## src/rtl/segx_pkg.sv

```systemverilog
package segx_pkg;
  typedef enum logic [1:0] {
    ACC_READ  = 2'd0,
    ACC_WRITE = 2'd1,
    ACC_EXEC  = 2'd2,
    ACC_RSVD  = 2'd3
  } acc_e;

  typedef enum logic [2:0] {
    CZ_NONE    = 3'd0,
    CZ_RANGE   = 3'd1,
    CZ_DEAD    = 3'd2,
    CZ_LIMIT   = 3'd3,
    CZ_PERM    = 3'd4
  } cause_e;

  localparam int PERM_W = 3;
endpackage

```

## src/rtl/segx_table.sv

```systemverilog
module segx_table
  import segx_pkg::*;
#(
  parameter int NUM_SEG = 8,
  parameter int OFF_W   = 16,
  parameter int BASE_W  = 24,
  parameter int IDX_W   = 3
) (
  input  logic              clk,
  input  logic              rst_n,
  input  logic              wr_en,
  input  logic [IDX_W-1:0]  wr_idx,
  input  logic [BASE_W-1:0] wr_base,
  input  logic [OFF_W-1:0]  wr_limit,
  input  logic              wr_live,
  input  logic [PERM_W-1:0] wr_perm,
  input  logic [IDX_W-1:0]  rd_idx,
  output logic [BASE_W-1:0] rd_base,
  output logic [OFF_W-1:0]  rd_limit,
  output logic              rd_live,
  output logic [PERM_W-1:0] rd_perm
);
  logic [BASE_W-1:0] base_q  [NUM_SEG];
  logic [OFF_W-1:0]  limit_q [NUM_SEG];
  logic              live_q  [NUM_SEG];
  logic [PERM_W-1:0] perm_q  [NUM_SEG];

  always_ff @(posedge clk) begin
    if (!rst_n) begin
      for (int i = 0; i < NUM_SEG; i++) begin
        base_q[i]  <= '0;
        limit_q[i] <= '0;
        live_q[i]  <= 1'b0;
        perm_q[i]  <= '0;
      end
    end else if (wr_en && (int'(wr_idx) < NUM_SEG)) begin
      base_q[wr_idx]  <= wr_base;
      limit_q[wr_idx] <= wr_limit;
      live_q[wr_idx]  <= wr_live;
      perm_q[wr_idx]  <= wr_perm;
    end
  end

  always_comb begin
    rd_base  = '0;
    rd_limit = '0;
    rd_live  = 1'b0;
    rd_perm  = '0;
    if (int'(rd_idx) < NUM_SEG) begin
      rd_base  = base_q[rd_idx];
      rd_limit = limit_q[rd_idx];
      rd_live  = live_q[rd_idx];
      rd_perm  = perm_q[rd_idx];
    end
  end
endmodule

```

## src/rtl/segx_check.sv

```systemverilog
module segx_check
  import segx_pkg::*;
#(
  parameter int OFF_W  = 16,
  parameter int BASE_W = 24,
  parameter int IDX_W  = 3,
  parameter int LEN_W  = IDX_W + 1
) (
  input  logic [IDX_W-1:0]  seg,
  input  logic [OFF_W-1:0]  off,
  input  logic [1:0]        acc,
  input  logic [LEN_W-1:0]  seg_len,
  input  logic [BASE_W-1:0] ent_base,
  input  logic [OFF_W-1:0]  ent_limit,
  input  logic              ent_live,
  input  logic [PERM_W-1:0] ent_perm,
  output logic [2:0]        cause,
  output logic [BASE_W-1:0] paddr
);
  logic in_range, in_limit, perm_ok;

  assign in_range = {1'b0, seg} < seg_len;
  assign in_limit = off < ent_limit;

  always_comb begin
    unique case (acc_e'(acc))
      ACC_READ:  perm_ok = ent_perm[0];
      ACC_WRITE: perm_ok = ent_perm[1];
      ACC_EXEC:  perm_ok = ent_perm[2];
      default:   perm_ok = 1'b0;
    endcase
  end

  always_comb begin
    if (!in_range)      cause = CZ_RANGE;
    else if (!ent_live) cause = CZ_DEAD;
    else if (!in_limit) cause = CZ_LIMIT;
    else if (!perm_ok)  cause = CZ_PERM;
    else                cause = CZ_NONE;
  end

  assign paddr = (cause == CZ_NONE) ? ent_base + BASE_W'(off) : '0;
endmodule

```

## src/rtl/seg_xlate_unit.sv

```systemverilog
module seg_xlate_unit
  import segx_pkg::*;
#(
  parameter int NUM_SEG = 8,
  parameter int OFF_W   = 16,
  parameter int BASE_W  = 24,
  localparam int IDX_W  = (NUM_SEG > 1) ? $clog2(NUM_SEG) : 1,
  localparam int LEN_W  = IDX_W + 1
) (
  input  logic              clk,
  input  logic              rst_n,
  input  logic              len_wr,
  input  logic [LEN_W-1:0]  len_data,
  input  logic              tbl_wr,
  input  logic [IDX_W-1:0]  tbl_idx,
  input  logic [BASE_W-1:0] tbl_base,
  input  logic [OFF_W-1:0]  tbl_limit,
  input  logic              tbl_live,
  input  logic [2:0]        tbl_perm,
  input  logic              req_valid,
  output logic              req_ready,
  input  logic [IDX_W-1:0]  req_seg,
  input  logic [OFF_W-1:0]  req_off,
  input  logic [1:0]        req_acc,
  output logic              res_valid,
  input  logic              res_ready,
  output logic              res_ok,
  output logic              res_trap,
  output logic [2:0]        res_cause,
  output logic [BASE_W-1:0] res_paddr
);
  logic [LEN_W-1:0]  len_q;
  logic [BASE_W-1:0] e_base;
  logic [OFF_W-1:0]  e_limit;
  logic              e_live;
  logic [PERM_W-1:0] e_perm;
  logic [2:0]        c_cause;
  logic [BASE_W-1:0] c_paddr;
  logic              fire;

  always_ff @(posedge clk) begin
    if (!rst_n)      len_q <= '0;
    else if (len_wr) len_q <= len_data;
  end

  segx_table #(
    .NUM_SEG(NUM_SEG), .OFF_W(OFF_W), .BASE_W(BASE_W), .IDX_W(IDX_W)
  ) u_table (
    .clk(clk), .rst_n(rst_n),
    .wr_en(tbl_wr), .wr_idx(tbl_idx), .wr_base(tbl_base),
    .wr_limit(tbl_limit), .wr_live(tbl_live), .wr_perm(tbl_perm),
    .rd_idx(req_seg), .rd_base(e_base), .rd_limit(e_limit),
    .rd_live(e_live), .rd_perm(e_perm)
  );

  segx_check #(
    .OFF_W(OFF_W), .BASE_W(BASE_W), .IDX_W(IDX_W), .LEN_W(LEN_W)
  ) u_check (
    .seg(req_seg), .off(req_off), .acc(req_acc), .seg_len(len_q),
    .ent_base(e_base), .ent_limit(e_limit), .ent_live(e_live),
    .ent_perm(e_perm), .cause(c_cause), .paddr(c_paddr)
  );

  assign req_ready = !res_valid || res_ready;
  assign fire      = req_valid && req_ready;

  always_ff @(posedge clk) begin
    if (!rst_n) begin
      res_valid <= 1'b0;
      res_ok    <= 1'b0;
      res_trap  <= 1'b0;
      res_cause <= '0;
      res_paddr <= '0;
    end else if (fire) begin
      res_valid <= 1'b1;
      res_ok    <= (c_cause == CZ_NONE);
      res_trap  <= (c_cause != CZ_NONE);
      res_cause <= c_cause;
      res_paddr <= c_paddr;
    end else if (res_ready) begin
      res_valid <= 1'b0;
    end
  end
endmodule

```

## config.mk

```make
export PLATFORM = sky130hd
export DESIGN_NAME = seg_xlate_unit
export DESIGN_NICKNAME = d
export VERILOG_FILES = /design/src/rtl/segx_pkg.sv /design/src/rtl/segx_table.sv /design/src/rtl/segx_check.sv /design/src/rtl/seg_xlate_unit.sv
export SDC_FILE = /design/constraint.sdc
export NUM_CORES = 1
export LEC_CHECK = 0
export CAP_MARGIN = 25
export CORE_ASPECT_RATIO = 1.1
export CORE_MARGIN = 2
export CORE_UTILIZATION = 25
export CTS_CLUSTER_DIAMETER = 150
export DETAILED_ROUTE_END_ITERATION = 10
export HOLD_SLACK_MARGIN = 0.08
export PLACE_DENSITY = 0.51
export SYNTH_ARGS = -nofsm -noshare
export SYNTH_HDL_FRONTEND = slang
export SYNTH_HIERARCHICAL = 1
export SYNTH_SLANG_ARGS = --single-unit
```

## constraint.sdc

```tcl
create_clock -name clk -period 8.9 [get_ports clk]
set_clock_uncertainty 0.05 [all_clocks]
set_input_delay 1.335 -clock clk [delete_from_list [all_inputs] [get_ports clk]]
set_output_delay 1.335 -clock clk [all_outputs]
set_load 0.05 [all_outputs]
```

Word-level counts from Yosys, hierarchy flattened
Memory sizes are Yosys's and may differ from the RTL's.
Cells that the tools add are included.
Operators by class
  $lt $le $gt $ge: 2
  multiplexer cells: 24
  reductions and logical operators: 11
  equality and inequality tests: 2
  add/sub/neg operators: 1
Operators by type and width (count)
  $mux 24: 2
  $mux 3: 9
  $add 24x16->24: 1
  $reduce_or 24->1: 1
  $lt 16x16->1: 1
  $mux 16: 1
  $reduce_or 16->1: 1
  $mux 1: 11
  $lt 3x4->1: 1
  $logic_not 3->1: 1
  $pmux 1 s3: 1
  $reduce_bool 3->1: 1
  $reduce_or 3->1: 1
  $eq 2x1->1 const B: 1
  $eq 2x2->1 const B: 1
  $logic_not 2->1: 1
  $reduce_bool 2->1: 1
  $logic_and 1x1->1: 1
  $logic_not 1->1: 1
  $logic_or 1x1->1: 1
  $reduce_or 1->1: 1
Word-level totals
  output and inout bits: 31
  memories kept: 4
  register bits after elaboration: 34
  memory bits (writable): 352
Memory list
  u_table.base_q: depth 8, bits a word 24, rd ports 1, clocked after memory_dff 0, write ports 8, RTL line segx_table.sv:23  | logic [BASE_W-1:0] base_q [NUM_SEG];
  u_table.limit_q: depth 8, bits a word 16, rd ports 1, clocked after memory_dff 0, write ports 8, RTL line segx_table.sv:24  | logic [OFF_W-1:0] limit_q [NUM_SEG];
  u_table.perm_q: depth 8, bits a word 3, rd ports 1, clocked after memory_dff 0, write ports 8, RTL line segx_table.sv:26  | logic [PERM_W-1:0] perm_q [NUM_SEG];
  u_table.live_q: depth 8, bits a word 1, rd ports 1, clocked after memory_dff 0, write ports 8, RTL line segx_table.sv:25  | logic live_q [NUM_SEG];

Depth between registers and ports, before layout
  depth in word-level cells: 8
  gate-level depth with buffers: 16
  mapped depth without buffers: 13

By module
Netlist, hierarchy kept.
Modules (own cells, without submodules)
  segx_table: sequential area each 10490.1 um2, cells an instance 941, area each 15732.6 um2, instances 1
  segx_check: sequential area each 0.0 um2, cells an instance 241, area each 1632.8 um2, instances 1
  seg_xlate_unit: sequential area each 680.7 um2, cells an instance 150, area each 1400.1 um2, instances 1

Worst setup path after synthesis
OpenSTA, ideal clock, no wires.
  path kind: input port to flip-flop
  start point: input port rst_n
  end point: memory u_table.base_q[3][0] (enable)
  setup slack: 3.572 ns
  arrival: 4.775 ns
  stages: 3
  setup time: 0.503 ns
  path through: buf_2 nand3_1 o21ai_0
RTL lines
  from (decl): RTL line seg_xlate_unit.sv:11  | input logic rst_n,
  to (decl): RTL line segx_table.sv:23

Final worst setup path
  start point: input port req_seg[0]
  end point: register res_paddr[20]
On the way
  elaborated cells between the ends (all ways): 14
  those cells by class: 1 x add/sub; 2 x order compare; 6 x mux; 1 x reduce/logical; 4 x memory
RTL lines
  from (decl): RTL line seg_xlate_unit.sv:22  | input logic [IDX_W-1:0] req_seg,
  $mem_v2 8x24
  net e_base[0]: RTL line seg_xlate_unit.sv:33  | logic [BASE_W-1:0] e_base;
  $add 24x16->24: RTL line segx_check.sv:42  | assign paddr = (cause == CZ_NONE) ? ent_base + BASE_W'(off) : '0;
  $mux 24: RTL line segx_check.sv:42
  net c_paddr[20]: RTL line seg_xlate_unit.sv:38  | logic [BASE_W-1:0] c_paddr;
  to (signal assigned): RTL line seg_xlate_unit.sv:79  | res_paddr <= c_paddr;
  to (decl): RTL line seg_xlate_unit.sv:30  | output logic [BASE_W-1:0] res_paddr
The timed path passes the listed nets, and every way through them passes these cells.
A chain may end at the register's enable or synchronous reset.

==> summary.md <==
| Metric | Value |
|---|---|
| Status | `complete, no violations` |
| Reg clk slew, reported paths | `0.06 ns` |
| Clk sinks | `386` |
| Peak Freq | `192 MHz` |
| Final setup viols | `0` |
| Worst Max-Slew Pin Slew | `0.989 ns` |
| DR pass1 iterations | `7` |
| CP endpoint kind | `flip-flop` |
| Setup crit start kind | `primary input` |
| Post-CTS Setup Bufs | `0` |
| Die height | `291 µm` |
| Final core occ | `29.9%` |
| Hold slack | `0.415 ns` |
| I/O pins | `109` |
| Site Rows | `105` |
| Maxcap violations | `0` |
| Initial Util | `25.2%` |
| Post-DRT Antenna Nets | `0` |
| Final routed DRC violation total | `0` |
| Unrepaired setup endpoints after global routing | `no` |
| RePlAce Congestion | `0.752` |
| Ys async rst share | `0%` |
| Netlist cell types | `56` |
| Core area | `74500 µm²` |
| All-Layer GR Usage | `14.0%` |
| # nets final | `1526` |
| Max-slew violation count | `0` |
| Root buffer cell | `clkbuf_16` |
| CTS buffer count | `40` |
| Leakage power | `7.90 nW` |
| Pin count of the biggest net entering global routing | `62` |
| VDD IR max | `0.000106 V` |
| Wirelength, routed | `54.0 mm` |
| #FFs+latches synth | `386` |
| Pwr/cell area | `193 nW/µm²` |
| Cells after Synth | `1332` |
| Fin crit share | `58.5%` |
| Post-DR vias/cell | `4.68` |
| Die area | `77300 µm²` |
| CTS Buffer Depth | `3` |
| Synth Warn # | `6` |
| Initial antenna violation count | `5` |
| Register area share after synthesis | `59.5%` |
| Worst Path Required | `9.32 ns` |
| Port bufs | `108` |
| Mapped cell area | `18800 µm²` |
| Share of cells above drive strength 1 | `18.2%` |
| Vias in the first global route | `11800` |
| DP Worst Slack | `2.84 ns` |
| Die X-Extent | `265 µm` |
| Pwr Total | `0.00430 W` |
| Crit Path Max Fanout | `45` |
| CTS tree | `yes` |
| # diodes | `0` |
| Tmin final | `5.21 ns` |
| Commonest non-fill, non-tap cell in the layout | `edfxtp_1` |
| DP HPWL | `30.5 mm` |
| H-tree Lvls | `2` |
| Net Count, Synth | `1444` |
| Fin Setup TNS | `0 ns` |
| Syn Area/Cell | `14.1 µm²` |
| Worst-Skew Late Latency | `0.55 ns` |
| Total number of vias | `11300` |
| Crit path DAT | `5.63 ns` |
| Main synth FF type | `edfxtp_1` |
| HP Class | `reg2reg` |
| Worst setup margin | `3.69 ns` |
| First-pass GRT wire length | `80.2 mm` |
| Post-synth EDFFs | `344` |
| Critical setup path kind | `in2reg` |
| Grt total ovfl | `0` |
| WL per Instance | `22.4 µm` |
| Slew HR | `33.4%` |
| Final hold vios | `0` |
| P&R area growth vs syn | `18.6%` |
| Post-CTS sizing | `0` |
| Cts hold-fix bufs | `0` |
| Most frequent cells in the layout | `edfxtp_1 (344), and2_1 (259), clkdlybuf4s50_1 (105)` |
| DRT iter0 DRCs | `768` |
cell usage after synthesis, drive strengths merged (2+ instances only):
| library cell | instances | area, µm² |
|---|---|---|
| clkbuf | 58 | 218 |
| nor2b | 5 | 38.8 |
| a211oi | 3 | 27.5 |
| nand2 | 23 | 86.3 |
| inv | 32 | 120 |
| xor2 | 2 | 17.5 |
| nand4 | 7 | 50.1 |
| dfxtp | 42 | 841 |
| o21a | 7 | 52.6 |
| nand3 | 39 | 200 |
| nor3 | 15 | 75.1 |
| a221o | 3 | 31.3 |
| o21ai | 55 | 313 |
| buf | 34 | 264 |
| a21oi | 49 | 283 |
| o31a | 6 | 52.6 |
| nand3b | 2 | 15.0 |
| a31oi | 9 | 71.3 |
| nor2 | 31 | 116 |
| nand2b | 4 | 25.0 |
| mux2 | 44 | 537 |
| mux2i | 12 | 120 |
| edfxtp | 344 | 10300 |
| nand4b | 3 | 26.3 |
| a21o | 13 | 97.6 |
| ha | 33 | 413 |
| and3 | 90 | 563 |
| mux4 | 88 | 1980 |
| xnor2 | 6 | 52.6 |
| or3 | 4 | 25.0 |
| and2 | 259 | 1620 |
cell type report:
cell class,instances,area (µm²)
clock buffers,46,1040
clock inverters,27,246
fillers,7366,52200
inverters,32,120
multi-input cells,822,7130
flip-flops and latches,386,11200
well taps,963,1200
repair buffers,132,1340
registers in the layout, indices dropped and copies added, names as in the netlist:
name and cells:
u_table/live_q 8, u_table/limit_q 128, len_q 4, res_trap 1
res_valid 1, res_paddr 24, u_table/base_q 192, u_table/perm_q 24
res_ok 1, res_cause 3
logic make-up after synthesis:
group	after synthesis	share of synthesized area, %
xor+xnor	8	0.373
buf+inv	124	3.21
compound gates	151	5.25
mux	144	14.1
simple gates	485	15.3
fa+ha+maj	34	2.31
flops	386	59.5
stage by stage:
step	area [µm²]	cells
floorplan	18800	1332
global placement	20800	2330
detailed placement	20900	2333
CTS	22200	2406
global route	22300	2408
finish	22300	2408
path summary, 6_finish.rpt:
path,start,depth (start not counted),end,slack [ns]
worst min register to register,u_table/live_q[7]$_DFF_P_,2,u_table/live_q[7]$_DFF_P_,0.42
worst min-delay path,u_table/live_q[7]$_DFF_P_,2,u_table/live_q[7]$_DFF_P_,0.42
worst max register to register,u_table/limit_q[7][9]$_SDFFCE_PN0P_,12,res_paddr[6]$_SDFFE_PN0P_,4.92
worst max-delay path,req_seg[0],16,res_paddr[20]$_SDFFE_PN0P_,3.69
where the power goes:
group | leakage [nW] | switching [W] | internal [W]
logic | 3.63 | 0.000308 | 0.000225
registers | 3.64 | 0.0000251 | 0.00208
clock network | 0.640 | 0.000709 | 0.000961
total | 7.90 | 0.00104 | 0.00326
critical path, cell delays in order:
cell and delay, ns:
buf_6 0.25, buf_16 0.35, buf_4 0.60, mux4_2 0.58, mux2_2 0.27, ha_1 0.20, inv_1 0.07, fa_1 0.17
nor2b_1 0.07, o31a_1 0.32, o311ai_1 0.44, nand2_1 0.21, nand4b_1 0.21, a31oi_1 0.19, nand3_1 0.12, a21oi_2 0.13
routing by layer:
layer / track usage, % / vias to the layer above / routed length (µm)
met5: 0 / - / 37
met3: 1.83 / 78 / 2310
met2: 24.0 / 262 / 26200
met1: 18.4 / 5763 / 24100
met4: 4.15 / 6 / 1280
li1: - / 5159 / -
(Power assumes the default switching activity.)
